**config.mk**
```make
export PLATFORM = sky130hd
export DESIGN_NAME = spi_xfer_master
export DESIGN_NICKNAME = d
export VERILOG_FILES = /design/src/rtl/spi_xfer_master.sv
export SDC_FILE = /design/constraint.sdc
export NUM_CORES = 1
export LEC_CHECK = 0
export ABC_AREA = 1
export BUFFER_PORTS_ARGS = -buffer_cell sky130_fd_sc_hd__buf_2
export CAP_MARGIN = 10
export CORE_ASPECT_RATIO = 0.9
export CORE_UTILIZATION = 38
export DETAILED_ROUTE_END_ITERATION = 10
export GPL_TIMING_DRIVEN = 0
export PLACE_DENSITY = 0.6
export SYNTH_ARGS = -nofsm -noshare
export SYNTH_HDL_FRONTEND = slang
export SYNTH_SLANG_ARGS = --single-unit
```
**constraint.sdc**
```tcl
create_clock -name clk -period 2.37 [get_ports clk]
set_input_delay 0.1185 -clock clk [delete_from_list [all_inputs] [get_ports clk]]
set_output_delay 0.1185 -clock clk [all_outputs]
set_load 0.02 [all_outputs]
```
**src/rtl/spi_xfer_master.sv**
```systemverilog
module spi_xfer_master #(
  parameter int DATA_W = 8
) (
  input  logic              clk,
  input  logic              rst_n,
  input  logic              cfg_we,
  input  logic [15:0]       cfg_wdata,
  output logic [15:0]       cfg_rdata,
  input  logic              start,
  input  logic [DATA_W-1:0] tx_byte,
  input  logic              rx_only,
  output logic [DATA_W-1:0] rx_byte,
  output logic              done,
  input  logic              ss_manual,
  output logic              sck,
  output logic              mosi,
  output logic              mosi_oe,
  input  logic              miso,
  output logic              ss_n,
  output logic              ss_oe
);
  localparam int HALVES = 2 * DATA_W;
  localparam int K_W    = $clog2(HALVES);
  localparam int HC_W   = 7;
  localparam logic [K_W-1:0] K_LAST = K_W'(HALVES - 1);

  typedef enum logic [2:0] {S_IDLE, S_LEAD, S_SHIFT, S_TRAIL, S_GAP} st_t;

  st_t st;
  logic [4:0]        gap_q, nlat, dcnt;
  logic [3:0]        rate_q;
  logic              pol_q, pha_q, hdx_q, men_q, ssen_q, rxo;
  logic [HC_W-1:0]   hcnt, hlim;
  logic [K_W-1:0]    k;
  logic [DATA_W-1:0] txsh, rxsh;

  function automatic logic [HC_W-1:0] half_of(input logic [3:0] c);
    case (c)
      4'd0:  half_of = 7'd2;
      4'd1:  half_of = 7'd3;
      4'd2:  half_of = 7'd4;
      4'd3:  half_of = 7'd6;
      4'd4:  half_of = 7'd8;
      4'd5:  half_of = 7'd12;
      4'd6:  half_of = 7'd16;
      4'd7:  half_of = 7'd24;
      4'd8:  half_of = 7'd32;
      4'd9:  half_of = 7'd48;
      4'd11, 4'd13, 4'd15: half_of = 7'd96;
      default: half_of = 7'd64;
    endcase
  endfunction

  wire busy   = (st != S_IDLE);
  wire tick   = (hcnt == '0);
  wire frame  = (st == S_LEAD) || (st == S_SHIFT) || (st == S_TRAIL);
  wire manual = busy ? (nlat == 5'd0) : (gap_q == 5'd0);
  wire active = (st == S_SHIFT) && (k[0] ^ pha_q);

  assign cfg_rdata = {1'b0, busy, ssen_q, men_q, hdx_q, pha_q, pol_q, rate_q, gap_q};
  assign sck       = pol_q ? active : ~active;
  assign mosi      = txsh[DATA_W-1];
  assign mosi_oe   = ~hdx_q | (busy & ~rxo);
  assign ss_n      = manual ? ss_manual : ~frame;
  assign ss_oe     = ssen_q;
  assign rx_byte   = rxsh;

  always_ff @(posedge clk or negedge rst_n) begin
    if (!rst_n) begin
      gap_q  <= 5'd31;
      rate_q <= '0;
      pol_q  <= 1'b0;
      pha_q  <= 1'b0;
      hdx_q  <= 1'b1;
      men_q  <= 1'b0;
      ssen_q <= 1'b0;
    end else if (cfg_we) begin
      gap_q  <= cfg_wdata[4:0];
      rate_q <= cfg_wdata[8:5];
      pol_q  <= cfg_wdata[9];
      pha_q  <= cfg_wdata[10];
      hdx_q  <= cfg_wdata[11];
      ssen_q <= cfg_wdata[13];
      if (!busy) men_q <= cfg_wdata[12];
    end
  end

  always_ff @(posedge clk or negedge rst_n) begin
    if (!rst_n) begin
      st   <= S_IDLE;
      hcnt <= '0;
      hlim <= '0;
      nlat <= '0;
      dcnt <= '0;
      k    <= '0;
      txsh <= '0;
      rxsh <= '0;
      rxo  <= 1'b0;
      done <= 1'b0;
    end else begin
      done <= 1'b0;
      if (busy) hcnt <= tick ? hlim : hcnt - 1'b1;
      case (st)
        S_IDLE: if (start && men_q) begin
          hlim <= half_of(rate_q) - 1'b1;
          hcnt <= half_of(rate_q) - 1'b1;
          nlat <= gap_q;
          dcnt <= gap_q - 1'b1;
          k    <= '0;
          txsh <= tx_byte;
          rxo  <= rx_only;
          st   <= (gap_q == 5'd0) ? S_SHIFT : S_LEAD;
        end
        S_LEAD: if (tick) begin
          if (dcnt == 5'd0) begin
            st <= S_SHIFT;
            k  <= '0;
          end else dcnt <= dcnt - 1'b1;
        end
        S_SHIFT: if (tick) begin
          if (!k[0]) rxsh <= {rxsh[DATA_W-2:0], miso};
          else if (k != K_LAST) txsh <= txsh << 1;
          k <= k + 1'b1;
          if (k == K_LAST) begin
            if (nlat == 5'd0) begin
              done <= 1'b1;
              st   <= S_IDLE;
            end else begin
              st   <= S_TRAIL;
              dcnt <= nlat - 1'b1;
            end
          end
        end
        S_TRAIL: if (tick) begin
          if (dcnt == 5'd0) begin
            done <= 1'b1;
            st   <= S_GAP;
            dcnt <= nlat - 1'b1;
          end else dcnt <= dcnt - 1'b1;
        end
        S_GAP: if (tick) begin
          if (dcnt == 5'd0) st <= S_IDLE;
          else dcnt <= dcnt - 1'b1;
        end
        default: st <= S_IDLE;
      endcase
    end
  end
endmodule


```
======== After elaboration in Yosys (flattened, before gate mapping) ========
Memory sizes are Yosys's and may differ from the RTL's.
Index checks and enable logic that the tools add are counted.
storage, ports and cells
  input bits .............................. 31
  output and inout bits ................... 30
  bits in read-only memories .............. 224
  memories ................................ 2
  register bits after elaboration ......... 63
cells by class
  $add $sub $neg .......................... 7
  bitwise logic cells ..................... 9
  mux-type cells .......................... 48
  reductions and logical operators ........ 21
  equal/unequal tests ..................... 20
memories
  name             words  width  read ports  clocked after Yosys merged registers in  write ports  line  text
  (no name shown)  16     7      1           0                                        0            38    case (c)
  (no name shown)  16     7      1           0                                        0            38
operators with widths
  kind                   number
  $mux W7                8
  $mux W5                8
  $mux W8                4
  $mux W3                9
  $sub A7 B1 Y7 const B  3
  $pmux W5 S4            1
  $ne A2 B2 Y1 const B   9
  $mux W4                4
  $pmux W8 S2            1
  $logic_not A5 Y1       3
  $pmux W3 S5            1
  $sub A5 B1 Y5 const B  3
  $pmux W4 S3            1
  $ne A2 B1 Y1 const B   5
  $reduce_and A5 Y1      2
  $reduce_and A9 Y1      1
  $mux W1                8
  $reduce_and A8 Y1      1
  $logic_not A7 Y1       1
  $eq A3 B2 Y1 const B   2
  $not A1 Y1             6
  $reduce_bool A3 Y1     2
  $add A4 B1 Y4 const B  1
  $eq A4 B4 Y1 const B   1
  other kinds (16)       20

======== Longest topological paths before layout ========
Gate-level depths: netlist of run 1.
  word-level depth ........................ 6
  depth in mapped cells ................... 11
  gate-level depth less buffers ........... 11

======== Least setup slack after synthesis of run 1 ========
Ideal clock, no wire load.
  kind .................................... register to output
  from .................................... register st[0]
  to ...................................... output ss_n
  data required time ...................... 2.251 ns
  data arrival time ....................... 1.490 ns
  setup slack ............................. 0.761 ns
  stages on the path, launching flop included .. 9
  cells stage by stage .................... dfrtp_1 -> nor2_2 -> nand2_2 -> inv_2 -> buf_2 -> o21ai_1 -> nand2_1 -> nor2_1 -> a21oi_1
on the way
  elaborated cells between the ends (all ways) .. 9
RTL lines
  item                    line  text
  start, declared         29    st_t st;
  start signal, assigned  112   st <= (gap_q == 5'd0) ? S_SHIFT : S_LEAD;
  $reduce_bool A3 Y1      54    wire busy = (st != S_IDLE);
  named net busy          54
  $mux W1                 57    wire manual = busy ? (nlat == 5'd0) : (gap_q == 5'd0);
  $mux W1                 64    assign ss_n = manual ? ss_manual : ~frame;
  end, declared           19    output logic ss_n,
The timed path passes the listed nets, and every way through them passes these cells.

======== Worst setup path after layout of run 1 ========
Ends and elaborated chain as after synthesis.

==> results.md, run 1 <==
- Status: completed
- Total global-route track usage: 0.184
- Final worst path period need: 2.17 ns
- Initial antenna violation count: 0
- Root Driver: clkbuf_8
- Worst min path class: in -> reg
- Fin. Hold Viols: 0
- Total power: around 2.4 mW
- Number of synthesized register bits: 63
- Min-delay src: cfg_wdata[9]
- Vias in the first global route: 3030
- Final Cell Area: 4340 µm²
- Crit path max-delay family: simple AND/OR/NAND/NOR gates
- Mapped cell area: 3550 µm²
- Most common cell after layout, fill and taps aside: nand2_1
- Clock Latency Late Sink: 0.34 ns
- Synthesis-to-layout area growth: 22.1%
- DR WL/cell: 12.6 µm
- Crit path cell chain: nor2_2 > nand2_2 > inv_2 > buf_2 > o21ai_1 > nand2_1 > nor2_1 > a21oi_1 > buf_2
- CP endpoint kind: primary output
- Layout cells sized above 1: 0.226
- Worst Setup Start Kind: flop
- Critical Path RT: 2.25 ns
- Filler Cell Count: slightly above 900
- Clk_skew: 0.0126 ns
- Reg2Reg Launch Point: hcnt[0]
- Worst Setup Slack, final: 0.197 ns
- Leak: 2.28 nW
- Post-Route WL: 8220 µm
- Port bufs: 57
- Final TNS setup: 0 ns
- RSZ-0062 raised after global routing: false
- First-pass GRT wire length: 14200 µm
- Post-Layout Cell Count: 653
- I/O pin cnt: 61
- CTS sink cnt: 63
- Routed vias: 3110
- CTS tree: built
- CP Buf/Inv Count: 3
- Worst path most repeated cell: buf_2
- Layout Nets: 566
- DRT Pass-1 Iters: 4
- Cts hold-fix bufs: 11
- Largest net degree at the start of global routing: 64
- Worst slack, placed: 0.528 ns
- Vias per inst: 4.76
- Cell variety after synth: 33
- Kind of critical path: reg -> out
- Slowest cell on crit path: dfrtp_1
- DRC Markers: 0
- H-tree depth: 3
- Die H: 93.7 µm
- Max cap viols: 0
- Max-slew violations: 0
- Reg2Reg Depth: 11
- Chip Width: around 100 µm
- Total setup buffers inserted after CTS: 0
- Post-cts sizing count: 0
- Maximum vdd drop: 349 µV
- Commonest cells after routing, fill and taps aside: 125 x nand2_1, 58 x buf_2, 57 x dfrtp_1
- Worst-margin pin slew: 0.799 ns
- Avg Cell Area, Syn: 7.98 µm²
- Worst reg2reg endpoint: dcnt[0]
- Reg2reg setup slack: around 0.5 ns
- Final-report setup violation count: 0
- Leading area contributor after synthesis: dfrtp_1
- Yosys warnings: 0
- HPWL after DPL: 6020 µm
- Slowest stage delay, CP: 0.46 ns
- Crit share post-route: 0.917
- Fmax: 460 MHz
- Final core occ: 0.478
- Grt ovf: 0
- TritonCTS buffer count: 9
- Core area: between 9000 and 10000 µm²
- Synth top area share: 0.402
- Worst-case clock buffer depth: 2
- Pwr/cell area: 553 nW/µm²
- Core Rows: 33
- Sequential area share after synthesis: 0.446
- N_diodes: 0
- Worst Path Arrival: ~2.1 ns
- Syn Inst Count: approximately 450
- Crit-path max FO: 10
- Post-synth net total: 485
- Die Area: 9740 µm²
- Iteration-0 DRC Markers: between 100 and 150
- WHS Endpoint: pol_q
- Antenna viol nets, final: 0
- GPL Wtd Cong: 0.861
- WHS Path Cells: 2
- Placed insts: between 600 and 700
- Post-DP Area: between 3000 and 4000 µm²
- Hold Slack: roughly 0.018 ns
- Top cells by area, synth: dfrtp_1 40%, nand2_1 13%, inv_1 5.0%, o21ai_0 4.6%, dfstp_2 4.4%
- Worst relative slew slack: 0.467
- Initial core utilization: 0.391
- Clk pin slew, worst setup/hold paths: 0.07 ns
## per-layer routing
metal	up-vias	routed length, µm	global-route usage
li1	1599	-	-
met1	1429	4090	0.252
met2	74	3760	0.287
met3	8	299	0.0326
met4	0	77	0.0774
met5	-	0	0
## synth_stat cells
| cell type | n |
|---|---|
| a21oi_1 | 10 |
| nand2_1 | 125 |
| nor2_4 | 2 |
| xor2_1 | 8 |
| nand3_1 | 31 |
| o21ai_0 | 33 |
| nor2_2 | 4 |
| inv_1 | 47 |
| o211ai_1 | 4 |
| o21ai_1 | 12 |
| dfstp_2 | 6 |
| ha_1 | 9 |
| nor2_1 | 31 |
| nand3_2 | 2 |
| a211oi_1 | 1 |
| xnor2_1 | 2 |
| o21ai_2 | 1 |
| buf_2 | 2 |
| nand4_1 | 9 |
| dfrtp_1 | 57 |
| or2_1 | 1 |
| mux2i_1 | 7 |
| conb_1 | 1 |
| mux2_2 | 12 |
| inv_2 | 2 |
| nor3_1 | 3 |
| mux2_1 | 1 |
| o22ai_1 | 1 |
| or2_2 | 1 |
| buf_4 | 9 |
| buf_6 | 1 |
| nand2_2 | 7 |
| clkbuf_1 | 3 |
## cell families after synthesis
group,count (synthesis),synth area share
flops,63,0.446
mux,20,0.0609
other cells,1,0.00106
simple gates,216,0.263
compound gates,62,0.0923
xor+xnor,10,0.0247
fa+ha+maj,9,0.0317
buf+inv,64,0.0800
## worst register-to-register path: cells and delay by family, from the launching register on
kind,cells,cell delay [ns]
fa+ha+maj,1,0.19
buf+inv,3,0.40
simple gates,7,0.78
flops,1,0.37
## report_power, final
part | switching, mW | internal, mW
sequential | 0.0246 | 1.10
clock | 0.415 | 0.619
combinational | 0.141 | 0.0968
## final cells by class
type | count | area [µm²] | area share
buffer | 15 | 100 | 0.0231
clock buffer | 12 | 145 | 0.0335
clock inverter | 4 | 70.1 | 0.0162
inverter | 49 | 184 | 0.0424
multi-input combinational | 318 | 1680 | 0.388
sequential | 63 | 1580 | 0.365
tap | 122 | 153 | 0.0352
timing repair buffer | 70 | 418 | 0.0963
## sequential cells by signal, summed over array words and instances (netlist names)
| name | flops |
|---|---|
| rxo | 1 |
| pol_q | 1 |
| rx_byte | 8 |
| hcnt | 7 |
| nlat | 5 |
| dcnt | 5 |
| men_q | 1 |
| ss_oe | 1 |
| hdx_q | 1 |
| rate_q | 4 |
| k | 4 |
| txsh | 8 |
| pha_q | 1 |
| done | 1 |
| hlim | 7 |
| gap_q | 5 |
| st | 3 |
## worst max path at each step
stage	from	endpoint	slack (ns)	cells past startpoint
6_report	st[0]	ss_n	0.20	9
5_1_grt	st[0]	ss_n	0.03	9
4_1_cts	st[0]	ss_n	0.16	9
3_5_place_dp	hcnt[0]	dcnt[0]	0.53	11
3_3_place_gp	st[0]	ss_n	0.53	9
2_1_floorplan	st[0]	ss_n	0.76	8
Note: power is estimated with default switching activity, not from simulation.
==> inputs of run 2 (changes only) <==
--- a/config.mk
+++ b/config.mk
@@ -13,6 +13,7 @@
 export DETAILED_ROUTE_END_ITERATION = 10
 export GPL_TIMING_DRIVEN = 0
 export PLACE_DENSITY = 0.6
+export SETUP_SLACK_MARGIN = 0.2
 export SYNTH_ARGS = -nofsm -noshare
 export SYNTH_HDL_FRONTEND = slang
 export SYNTH_SLANG_ARGS = --single-unit
==> results.md, run 2 (synthesis gave the netlist of run 1 again) <==
- DRC Markers: 0 (unchanged)
- Worst Setup Start Kind: flop
- Core area: 9080 µm² (unchanged)
- Final worst path period need: 2.04 ns (-0.138 ns)
- Hold Slack: 0.0111 ns (-0.00730 ns)
- Pwr/cell area: 553 nW/µm² (-0.15%)
- Antenna viol nets, final: 0 (unchanged)
- DR WL/cell: 12.7 µm (+0.77%)
- I/O pin cnt: 61 (unchanged)
- DRT Pass-1 Iters: 4 (unchanged)
- Final Cell Area: 4350 µm² (+0.29%)
- Max-slew violations: 0 (unchanged)
- Layout cells sized above 1: 0.226 (unchanged)
- Die H: 93.7 µm (unchanged)
- Routed vias: 3116 (+0.19%)
- CP endpoint kind: primary output
- HPWL after DPL: 6020 µm (unchanged)
- Leak: 2.28 nW (about the same)
- Most common cell after layout, fill and taps aside: nand2_1
- Crit-path max FO: 10 (unchanged)
- Grt ovf: 0 (unchanged)
- Worst-margin pin slew: 0.814 ns (+0.0144 ns)
- Synthesis-to-layout area growth: 22.5%
- Iteration-0 DRC Markers: 126 (+11%)
- Kind of critical path: reg -> out
- Worst slack, placed: 0.528 ns (unchanged)
- Critical Path RT: 2.25 ns (about the same)
- Fin. Hold Viols: 0 (unchanged)
- GPL Wtd Cong: 0.861 (unchanged)
- Post-Route WL: 8290 µm (+0.77%)
- Initial core utilization: 0.391 (unchanged)
- Total power: 2.40 mW (+0.13%)
- Core Rows: 33 (unchanged)
- Layout Nets: 566 (unchanged)
- Initial antenna violation count: 0 (unchanged)
- Crit share post-route: 0.859 (-0.0581)
- Vias in the first global route: 3031 (+0.033%)
- Worst Path Arrival: 1.92 ns (-0.13 ns)
- Fmax: 491 MHz (+6.8%)
- TritonCTS buffer count: 9 (unchanged)
- CTS tree: built
- Total global-route track usage: 0.184 (unchanged)
- Port bufs: 57 (unchanged)
- N_diodes: 0 (unchanged)
- CTS sink cnt: 63 (unchanged)
- Largest net degree at the start of global routing: 64 (unchanged)
- Clk_skew: 0.0116 ns (-0.000992 ns)
- Total setup buffers inserted after CTS: 0 (unchanged)
- Chip Width: 104 µm (unchanged)
- Worst Setup Slack, final: 0.335 ns (+0.138 ns)
- H-tree depth: 3 (unchanged)
- First-pass GRT wire length: 14200 µm (about the same)
- Final TNS setup: 0 ns (unchanged)
- Final-report setup violation count: 0 (unchanged)
- Status: completed
- Worst relative slew slack: 0.458 (-0.00963)
- Die Area: 9740 µm² (unchanged)
- Clock Latency Late Sink: 0.34 ns (about the same)
- Worst min path class: in -> reg
- Commonest cells after routing, fill and taps aside: 125 x nand2_1, 57 x buf_2, 57 x dfrtp_1
- Vias per inst: 4.77 (+0.19%)
- Worst-case clock buffer depth: 2 (unchanged)
- Clk pin slew, worst setup/hold paths: 0.07 ns (about the same)
- Max cap viols: 0 (unchanged)
- Post-DP Area: 3990 µm² (unchanged)
- RSZ-0062 raised after global routing: false
- Maximum vdd drop: 348 µV (-0.15%)
- Root Driver: clkbuf_8
==> run 2: worst max-delay path, stage by stage (launching register included) <==
cell,delay (ns)
dfrtp_1,0.47
nor2_4,0.18
nand2_4,0.11
inv_2,0.08
buf_4,0.18
o21ai_1,0.12
nand2_1,0.11
nor2_1,0.05
a21oi_1,0.10
buf_2,0.17
==> run 2: path summary, 6_finish.rpt <==
check                                  start        end  slack [ns]  cells past startpoint
worst max-delay path                   st[0]       ss_n        0.33                      9
worst min-delay path            cfg_wdata[9]      pol_q        0.01                      2
worst max register to register       hcnt[0]    dcnt[0]        0.50                     11
worst min register to register           rxo        rxo        0.47                      2
max in group asynchronous              rst_n    dcnt[1]        1.42                      2
min in group asynchronous              rst_n  rate_q[2]        0.42                      2
==> run 2: what timing repair did <==
| action | in CTS | in global routing |
|---|---|---|
| cloned | 0 | 0 |
| resized for setup | 1 | 2 |
| hold endpoints to repair | 67 | 2 |
| setup endpoints to repair | 1 | 1 |
| hold buffers | 11 | 2 |
==> run 2: power breakdown <==
part	internal (mW)	switching, mW	total (mW)
clock network	0.619	0.418	1.04
registers	1.10	0.0248	1.13
logic	0.0967	0.142	0.239
total	1.82	0.584	2.40
==> run 2: per-layer routing <==
layer | vias to the layer above | global-route usage | wire [µm]
met2 | 62 | 0.287 | 3680
met5 | - | 0 | 0
met3 | 11 | 0.0326 | 256
li1 | 1604 | - | -
met4 | 0 | 0.0774 | 116
met1 | 1439 | 0.252 | 4230
==> run 2: layout make-up <==
class                           instances  area (µm²)
Timing Repair Buffer                   70         418
Buffer                                 15         103
Tap cell                              122         153
Multi-Input combinational cell        318        1690
Inverter                               49         184
Fill cell                             915        4730
Clock inverter                          4        70.1
Sequential cell                        63        1580
Clock buffer                           12         145
==> run 2: per-stage QoR <==
step | std cells | utilization
finish | 653 | 0.479
global route | 653 | 0.479
CTS | 651 | 0.476
detailed placement | 624 | 0.440
global placement | 624 | 0.439
floorplan | 445 | -
